**src/rtl/pwroff_pkg.sv**
```systemverilog
`timescale 1ns/1ps
package pwroff_pkg;
    localparam int NUM_FIELDS = 6;
    localparam int FIELD_W    = 8;
    localparam int ADDR_W     = 8;

    localparam logic [ADDR_W-1:0] A_IEN  = 8'h18;
    localparam logic [ADDR_W-1:0] A_STAT = 8'h1C;
    localparam logic [ADDR_W-1:0] A_PCTL = 8'h20;

    localparam int IEN_BIT  = 4;
    localparam int STAT_BIT = 7;
    localparam int PCTL_BIT = 16;

    typedef enum logic {
        ST_POWERED  = 1'b0,
        ST_SHUTDOWN = 1'b1
    } pwr_state_e;
endpackage

```
**src/rtl/pao_regs.sv**
```systemverilog
`timescale 1ns/1ps
module pao_regs
    import pwroff_pkg::*;
#(
    parameter int NF     = NUM_FIELDS,
    parameter int FW     = FIELD_W,
    parameter int AW     = ADDR_W,
    parameter int DATA_W = 32
) (
    input  logic              clk,
    input  logic              rst_n,
    input  logic              wr_en,
    input  logic [AW-1:0]     wr_addr,
    input  logic [DATA_W-1:0] wr_data,
    input  logic [DATA_W/8-1:0] wr_be,
    input  logic [AW-1:0]     rd_addr,
    output logic [DATA_W-1:0] rd_data,
    input  logic              hit,
    output logic [NF*FW-1:0]  alarm_bcd,
    output logic              ien_arm,
    output logic              pctl_own,
    output logic              stat_alarm
);
    localparam int NBE = DATA_W / 8;

    logic full_word;
    assign full_word = (wr_be == {NBE{1'b1}});

    // Alarm field storage, one byte register per field
    for (genvar i = 0; i < NF; i++) begin : g_alm
        logic [FW-1:0] fld_q;
        always_ff @(posedge clk or negedge rst_n) begin
            if (!rst_n)
                fld_q <= '0;
            else if (wr_en && wr_be[0] && wr_addr == AW'(i * 4))
                fld_q <= wr_data[FW-1:0];
        end
        assign alarm_bcd[i*FW +: FW] = fld_q;
    end

    // Interrupt enable: whole-word writes only
    always_ff @(posedge clk or negedge rst_n) begin
        if (!rst_n)
            ien_arm <= 1'b0;
        else if (wr_en && full_word && wr_addr == A_IEN)
            ien_arm <= wr_data[IEN_BIT];
    end

    // Pin ownership bit
    always_ff @(posedge clk or negedge rst_n) begin
        if (!rst_n)
            pctl_own <= 1'b0;
        else if (wr_en && wr_be[PCTL_BIT/8] && wr_addr == A_PCTL)
            pctl_own <= wr_data[PCTL_BIT];
    end

    // Alarm flag: a match sets it and wins over a same-cycle clear
    always_ff @(posedge clk or negedge rst_n) begin
        if (!rst_n)
            stat_alarm <= 1'b0;
        else if (hit)
            stat_alarm <= 1'b1;
        else if (wr_en && wr_be[0] && wr_addr == A_STAT && wr_data[STAT_BIT])
            stat_alarm <= 1'b0;
    end

    always_comb begin
        rd_data = '0;
        for (int i = 0; i < NF; i++) begin
            if (rd_addr == AW'(i * 4))
                rd_data[FW-1:0] = alarm_bcd[i*FW +: FW];
        end
        if (rd_addr == A_IEN)  rd_data[IEN_BIT]  = ien_arm;
        if (rd_addr == A_STAT) rd_data[STAT_BIT] = stat_alarm;
        if (rd_addr == A_PCTL) rd_data[PCTL_BIT] = pctl_own;
    end
endmodule

```
**src/rtl/pao_match.sv**
```systemverilog
`timescale 1ns/1ps
module pao_match #(
    parameter int NF = 6,
    parameter int FW = 8
) (
    input  logic [NF*FW-1:0] time_bcd,
    input  logic [NF*FW-1:0] alarm_bcd,
    input  logic             tick,
    output logic             hit
);
    logic [NF-1:0] fld_eq;

    for (genvar i = 0; i < NF; i++) begin : g_cmp
        assign fld_eq[i] = (time_bcd[i*FW +: FW] == alarm_bcd[i*FW +: FW]);
    end

    assign hit = tick && (&fld_eq);
endmodule

```
**src/rtl/pao_fsm.sv**
```systemverilog
`timescale 1ns/1ps
module pao_fsm
    import pwroff_pkg::*;
(
    input  logic clk,
    input  logic rst_n,
    input  logic hit,
    input  logic armed,
    input  logic pwr_on_evt,
    output logic pwr_en
);
    pwr_state_e state_q, state_d;

    always_ff @(posedge clk or negedge rst_n) begin
        if (!rst_n)
            state_q <= ST_POWERED;
        else
            state_q <= state_d;
    end

    always_comb begin
        state_d = state_q;
        unique case (state_q)
            ST_POWERED:  if (hit && armed) state_d = ST_SHUTDOWN;
            ST_SHUTDOWN: if (pwr_on_evt)   state_d = ST_POWERED;
        endcase
    end

    always_comb begin
        unique case (state_q)
            ST_POWERED:  pwr_en = 1'b1;
            ST_SHUTDOWN: pwr_en = 1'b0;
        endcase
    end
endmodule

```
**src/rtl/pwr_alarm_ctl.sv**
```systemverilog
`timescale 1ns/1ps
module pwr_alarm_ctl
    import pwroff_pkg::*;
#(
    parameter int NF     = NUM_FIELDS,
    parameter int FW     = FIELD_W,
    parameter int AW     = ADDR_W,
    parameter int DATA_W = 32
) (
    input  logic                clk,
    input  logic                rst_n,
    input  logic                wr_en,
    input  logic [AW-1:0]       wr_addr,
    input  logic [DATA_W-1:0]   wr_data,
    input  logic [DATA_W/8-1:0] wr_be,
    input  logic [AW-1:0]       rd_addr,
    output logic [DATA_W-1:0]   rd_data,
    input  logic [NF*FW-1:0]    time_bcd,
    input  logic                tick,
    input  logic                pwr_on_evt,
    output logic                pwr_en,
    output logic                irq
);
    logic [NF*FW-1:0] alarm_bcd;
    logic             hit;
    logic             ien_arm;
    logic             pctl_own;
    logic             stat_alarm;

    pao_match #(.NF(NF), .FW(FW)) u_match (
        .time_bcd  (time_bcd),
        .alarm_bcd (alarm_bcd),
        .tick      (tick),
        .hit       (hit)
    );

    pao_regs #(.NF(NF), .FW(FW), .AW(AW), .DATA_W(DATA_W)) u_regs (
        .clk        (clk),
        .rst_n      (rst_n),
        .wr_en      (wr_en),
        .wr_addr    (wr_addr),
        .wr_data    (wr_data),
        .wr_be      (wr_be),
        .rd_addr    (rd_addr),
        .rd_data    (rd_data),
        .hit        (hit),
        .alarm_bcd  (alarm_bcd),
        .ien_arm    (ien_arm),
        .pctl_own   (pctl_own),
        .stat_alarm (stat_alarm)
    );

    pao_fsm u_fsm (
        .clk        (clk),
        .rst_n      (rst_n),
        .hit        (hit),
        .armed      (ien_arm && pctl_own),
        .pwr_on_evt (pwr_on_evt),
        .pwr_en     (pwr_en)
    );

    assign irq = stat_alarm && ien_arm;
endmodule

```
**config.mk**
```make
export PLATFORM = sky130hd
export DESIGN_NAME = pwr_alarm_ctl
export DESIGN_NICKNAME = d
export VERILOG_FILES = /design/src/rtl/pwroff_pkg.sv /design/src/rtl/pao_regs.sv /design/src/rtl/pao_match.sv /design/src/rtl/pao_fsm.sv /design/src/rtl/pwr_alarm_ctl.sv
export SDC_FILE = /design/constraint.sdc
export NUM_CORES = 1
export LEC_CHECK = 0
export BUFFER_PORTS_ARGS = -buffer_cell sky130_fd_sc_hd__buf_2
export CAP_MARGIN = 20
export CORE_ASPECT_RATIO = 1.1
export CORE_UTILIZATION = 44
export DETAILED_ROUTE_END_ITERATION = 8
export PLACE_DENSITY = 0.77
export SLEW_MARGIN = 20
export SYNTH_ARGS = -nofsm -noshare
export SYNTH_HDL_FRONTEND = slang
export SYNTH_SLANG_ARGS = --single-unit
```
**constraint.sdc**
```tcl
create_clock -name clk -period 1.6 [get_ports clk]
set_clock_uncertainty 0.2 [all_clocks]
set_input_delay 0.16 -clock clk [delete_from_list [all_inputs] [get_ports clk]]
set_output_delay 0.16 -clock clk [all_outputs]
set_load 0.02 [all_outputs]
```
==> results.py, run 1 <==
metrics = {
    "critical_path": {
        "startpoint_type": "flip-flop",
        "r2r-end": "u_regs.stat_alarm$_DFFE_PN0P_",
        "path_cells": "mux4_2, nand2_2, o21ai_2, buf_6",
        "crit_type": "flip-flop to primary output",
        "cp_num_buf_inv": 1,
        "endpoint_kind": "primary output",
        "crit_arrival_ns": 1.58,
        "crit_path_max_fanout": 3,
        "r2r_setup_slack_ns": -0.15,
        "crit_path_top_delay_cell": "mux4_2",
        "crit_end": "rd_data[2]",
        "r2r_cells": 6,
        "rr_startpoint": "u_regs.g_alm[1].fld_q[4]$_DFFE_PN0P_",
        "critical_path.top_delay_family": "multiplexers",
        "path_depth": 4,
        "cp.required_ns": 1.24,
        "cp_slowest_stage_delay_ns": 0.54,
        "startpoint": "u_regs.g_alm[3].fld_q[2]$_DFFE_PN0P_",
    },
    "global_routing": {
        "grt_antenna_before_repair": 0,
        "grt_pass1_wl_mm": 14.5,
        "overflow": 0,
        "grt_max_degree": 53,
        "first_global_vias": 2974,
        "grt_usage": 0.244,
    },
    "finish": {
        "drive_gt1_frac": 0.513,
        "finalNetCount": 557,
        "stdcell_area_um2": 4580,
        "syn2layout_area_growth_pct": 40.6,
        "final_util": 0.646,
        "final_common_cell": "buf_2",
        "antenna-diode-count": 0,
        "final_cell_mix": "buf_2 (85), buf_4 (54), dfrtp_1 (52)",
        "nFillCells": 554,
    },
    "timing": {
        "rsz0062_at_grt": "yes",
        "fin_crit_ns": 1.94,
        "drv_slew": 0,
        "hold_violations": 0,
        "fin_ws_ns": -0.343,
        "fmax_mhz": 515,
        "finalCritPeriodShare": 1.21,
        "setup_violations": 10,
    },
    "clocking": {
        "clk-insertion-delay-late_ns": 0.31,
        "cts.sinks": 52,
        "numCtsBuffers": 5,
        "clk_pin_slew_ns": 0.09,
        "cts_tree": "yes",
        "clockBufferDepth": 2,
        "cts-root-buf": "clkbuf_8",
        "htreeDepth": 2,
    },
    "logic_synthesis": {
        "yosysWarnings": 0,
        "syn_area_um2": 3260,
        "seq_area_frac_synth": 0.400,
        "synth_seq_cells": 52,
        "synth.area.top_cells": "dfrtp_1 (40%), mux2_2 (12%), xnor2_1 (10%)",
        "ys.flop_type": "dfrtp_1",
        "synth.avg_cell_area_um2": 11.3,
        "synth_top_area_frac": 0.400,
        "synth_edf_count": 0,
        "synth.largest_area_cell": "dfrtp_1",
        "syn-instance-count": 288,
        "synth.distinct_cells": 41,
        "async_reset_ff_frac": 1.00,
    },
    "floorplan": {
        "die_h_um": 92.2,
        "die_area_um2": 7750,
        "core_area_um2": 7090,
        "io_pins": 139,
        "row_count": 32,
        "die_w_um": 84.0,
        "floorplan.initialDensity": 0.460,
    },
    "pwr": {
        "p_comb_frac": 0.205,
        "powerDensity_nw_per_um2": 574,
        "p_leak_uw": 0.00226,
        "switchingPower_uw": 710,
        "pwr-share-seq": 0.522,
        "peakVddDrop_mv": 0.478,
        "switching_share": 0.270,
        "clkPwrFrac": 0.272,
        "intPower_uw": 1920,
    },
    "detailed_routing": {
        "drc": 16,
        "dr.pass1.iters": 6,
        "dr.first_iter.drc_count": 102,
        "wl_mm": 9.16,
        "final_antenna_net_count": 0,
        "drt-wirelength-per-cell_um": 17.1,
        "drt-vias-per-instance": 5.28,
        "vias": 2835,
    },
    "placement": {
        "port_buffers": 92,
        "dpl_cell_area_um2": 4070,
        "gp_congestion": 0.830,
        "dp_hpwl_mm": 6.57,
    },
    "outcome": {
        "status": "finished, violations left",
        "violations": "design-rule violations, negative setup slack",
    },
    "run": {
        "maxCapViolCount": 0,
    },
    "min_path": {
        "hold_start": "time_bcd[15]",
        "worstHoldPathType": "input pin to flip-flop",
    },
}
-- stage by stage --
stage | TNS [ns] | worst slack [ns] | hold WS [ns] | std cells | power, uW
floorplan | -0.595 | -0.0992 | -0.336 | 310 | 1660
global placement | -5.08 | -0.213 | -0.0291 | 501 | 1850
detailed placement | -6.47 | -0.203 | -0.0222 | 501 | 1870
CTS | -2.07 | -0.306 | 0.0201 | 535 | 2610
global route | -2.84 | -0.387 | 0.0448 | 537 | 2740
finish | -2.30 | -0.343 | 0.0432 | 537 | 2630
-- tightest hold or removal path, delay by kind of cell --
kind | cells | cell delay [ns]
AND/OR/NAND/NOR | 1 | 0.12
AO/OA/AOI/OAI | 2 | 0.14
buffers and inverters | 1 | 0.10
-- synth_stat cells (all sizes together) (5+ instances only) --
library cell / instances
dfrtp: 52
mux2: 50
xnor2: 39
buf: 26
nand2: 18
o21ai: 12
nand4: 10
inv: 8
mux2i: 8
nor2b: 8
mux4: 7
nor3: 7
nor4: 5
-- timing repair --
action	CTS	global route
endpoints found under the hold margin	98	0
buffers inserted	17	2
resized for setup	39	10
endpoints found under the setup margin	11	11
hold buffers	11	0
pin swaps	17	9
-- state kept, by name (all words and copies together) (netlist names) --
| name | cells |
|---|---|
| u_fsm.state_q | 1 |
| u_regs.g_alm.fld_q | 48 |
| u_regs.ien_arm | 1 |
| u_regs.pctl_own | 1 |
| u_regs.stat_alarm | 1 |
-- cell families after synthesis --
kind of cell              count (synthesis)  share of synthesized area
and+or+nand+nor                          69                      0.130
muxes                                    65                      0.246
DFF                                      52                      0.400
xor gates and xnor gates                 39                      0.105
buffers and inverters                    36                     0.0688
AOI/OAI and AO/OA                        26                     0.0499
other                                     1                    0.00115
-- routing by layer --
metal / routed length, um / vias up / global-route usage
li1: - / 1320 / -
met1: 3650 / 1379 / 0.288
met2: 4820 / 116 / 0.446
met3: 406 / 20 / 0.0414
met4: 282 / 0 / 0.0876
met5: 0 / - / 0
-- layout make-up --
class / count / area, um^2 / share of cell area
multi-input combinational: 222 / 1950 / 0.427
sequential: 52 / 1300 / 0.284
timing repair buffer: 163 / 1110 / 0.242
tap: 85 / 106 / 0.0232
clock buffer: 6 / 72.6 / 0.0158
inverter: 8 / 30.0 / 0.00656
clock inverter: 1 / 5.00 / 0.00109
-- power groups by stage --
stage | Combinational, uW | Clock, uW | Sequential [uW]
after floorplan | 262 | 0 | 1400
after CTS | 524 | 719 | 1370
after detailed placement | 467 | 0 | 1400
after global routing | 582 | 786 | 1380
final | 540 | 715 | 1370
after global placement | 455 | 0 | 1400
-- worst min path at each step --
stage	to	slack (ns)	cells after the start
2_1_floorplan	u_fsm.state_q$_DFF_PN0_	-0.34	0
3_3_place_gp	u_regs.g_alm[2].fld_q[0]$_DFFE_PN0P_	-0.03	2
3_5_place_dp	u_regs.g_alm[3].fld_q[0]$_DFFE_PN0P_	-0.02	2
4_1_cts	u_regs.stat_alarm$_DFFE_PN0P_	0.02	4
5_1_grt	u_regs.stat_alarm$_DFFE_PN0P_	0.04	4
6_report	u_fsm.state_q$_DFF_PN0_	0.04	4
Power figures use the tool's default switching activity.
==> run 2: changes to the inputs <==
Settings changed: CORE_ASPECT_RATIO 1.1 to not set.
==> results.py, run 2 (synthesis results as in run 1) <==
metrics = {
    "clocking": {
        "numCtsBuffers": 5,
        "cts_tree": "yes",
        "clk-insertion-delay-late_ns": 0.31,
        "cts-root-buf": "clkbuf_8",
        "clockBufferDepth": 2,
        "clk_pin_slew_ns": 0.09,
        "htreeDepth": 2,
        "cts.sinks": 52,
    },
    "detailed_routing": {
        "wl_mm": 9.21,
        "drt-vias-per-instance": 5.22,
        "vias": 2858,
        "drt-wirelength-per-cell_um": 16.8,
        "final_antenna_net_count": 0,
        "dr.first_iter.drc_count": 148,
        "drc": 0,
        "dr.pass1.iters": 4,
    },
    "critical_path": {
        "cp_slowest_stage_delay_ns": 0.48,
        "r2r-end": "u_regs.stat_alarm$_DFFE_PN0P_",
        "r2r_setup_slack_ns": -0.17,
        "endpoint_kind": "primary output",
        "cp.required_ns": 1.24,
        "crit_path_top_delay_cell": "mux4_2",
        "crit_arrival_ns": 1.56,
        "startpoint_type": "flip-flop",
        "path_cells": "mux4_2, a21oi_2, o21ai_1, buf_2",
        "rr_startpoint": "u_regs.g_alm[2].fld_q[3]$_DFFE_PN0P_",
        "crit_type": "flip-flop to primary output",
        "crit_path_max_fanout": 2,
        "r2r_cells": 6,
    },
    "finish": {
        "drive_gt1_frac": 0.513,
        "finalNetCount": 556,
        "largest_register_ffs": 48,
        "antenna-diode-count": 0,
        "top_register": "u_regs.g_alm.fld_q",
        "final_common_cell": "buf_2",
        "final_cell_mix": "buf_2 (84), dfrtp_1 (52), buf_4 (51)",
        "syn2layout_area_growth_pct": 42.0,
    },
    "global_routing": {
        "first_global_vias": 2927,
        "grt_max_degree": 53,
        "grt_antenna_before_repair": 0,
        "overflow": 0,
        "grt_usage": 0.257,
        "grt_pass1_wl_mm": 14.5,
    },
    "timing": {
        "finalCritPeriodShare": 1.20,
        "drv_slew": 0,
        "hold_violations": 0,
        "fin_ws_ns": -0.320,
        "setup_tns_ns": -2.40,
        "fmax_mhz": 521,
        "rsz0062_at_grt": "yes",
        "whs_ns": 0.0721,
        "setup_violations": 10,
        "fin_crit_ns": 1.92,
    },
    "pwr": {
        "p_leak_uw": 0.00227,
        "powerDensity_nw_per_um2": 587,
        "peakVddDrop_mv": 0.468,
    },
    "min_path": {
        "min_path_cells": 6,
        "hold_start": "time_bcd[46]",
        "hold_end": "u_regs.stat_alarm$_DFFE_PN0P_",
        "worstHoldPathType": "input pin to flip-flop",
    },
    "floorplan": {
        "floorplan.initialDensity": 0.466,
        "die_w_um": 88.0,
        "row_count": 30,
        "core_area_um2": 6980,
        "die_area_um2": 7750,
        "io_pins": 139,
        "die_h_um": 88.0,
    },
    "outcome": {
        "violations": "negative setup slack",
        "status": "finished, violations left",
    },
    "placement": {
        "dp_hpwl_mm": 6.59,
        "port_buffers": 92,
        "gp_congestion": 0.864,
    },
    "run": {
        "maxCapViolCount": 0,
    },
}
run 2: worst max path at each step:
stage / startpoint / endpoint / slack (ns) / cells past startpoint
after floorplan: rd_addr[7] / rd_data[0] / -0.1 / 4
after global placement: rd_addr[2] / rd_data[4] / -0.22 / 5
after detailed placement: wr_addr[5] / u_regs.g_alm[2].fld_q[3]$_DFFE_PN0P_ / -0.20 / 5
after CTS: u_regs.g_alm[0].fld_q[4]$_DFFE_PN0P_ / rd_data[4] / -0.30 / 4
after global routing: u_regs.g_alm[3].fld_q[4]$_DFFE_PN0P_ / rd_data[4] / -0.38 / 4
final: u_regs.g_alm[3].fld_q[4]$_DFFE_PN0P_ / rd_data[4] / -0.32 / 4
run 2: timing repair:
action,in CTS,in global routing
hold endpoints to repair,101,0
setup endpoints to repair,11,11
gates resized for setup,46,13
hold buffers,11,0
setup buffers,18,3
pin swaps,19,9
run 2: routing by layer:
layer  track usage  share of wire
met1         0.309           0.40
met4        0.0894          0.022
met5             0              0
met2         0.467           0.52
met3        0.0386          0.058
run 2: where the power goes:
group	internal (uW)	switching (uW)	leakage, uW
sequential	1350	24.3	0.000722
clock	354	443	0.0000455
combinational	277	271	0.00151
run 2: worst max-delay path, delay by kind of cell, from the launching register on:
kind                   cells  cell delay (ns)
multiplexers               1             0.48
flip-flops                 1             0.39
AO/OA/AOI/OAI              2             0.21
buffers and inverters      1             0.16
run 2: final cells by class:
cell class | instances | area (um^2)
Fill cell | 539 | 2360
Sequential cell | 52 | 1300
Timing Repair Buffer | 162 | 1100
Multi-Input combinational cell | 222 | 1980
Clock buffer | 8 | 90.1
Inverter | 8 | 30.0
Tap cell | 96 | 120
run 2: through the flow:
stage	instance area, um^2	utilization	cells	setup WS [ns]	total power [uW]
6_report	4620	0.662	548	-0.320	2710
5_1_grt	4620	0.662	548	-0.380	2820
4_1_cts	4550	0.651	545	-0.303	2700
3_5_place_dp	4040	0.578	509	-0.205	1860
3_3_place_gp	4040	0.578	509	-0.224	1850
2_1_floorplan	3350	-	310	-0.0992	1660
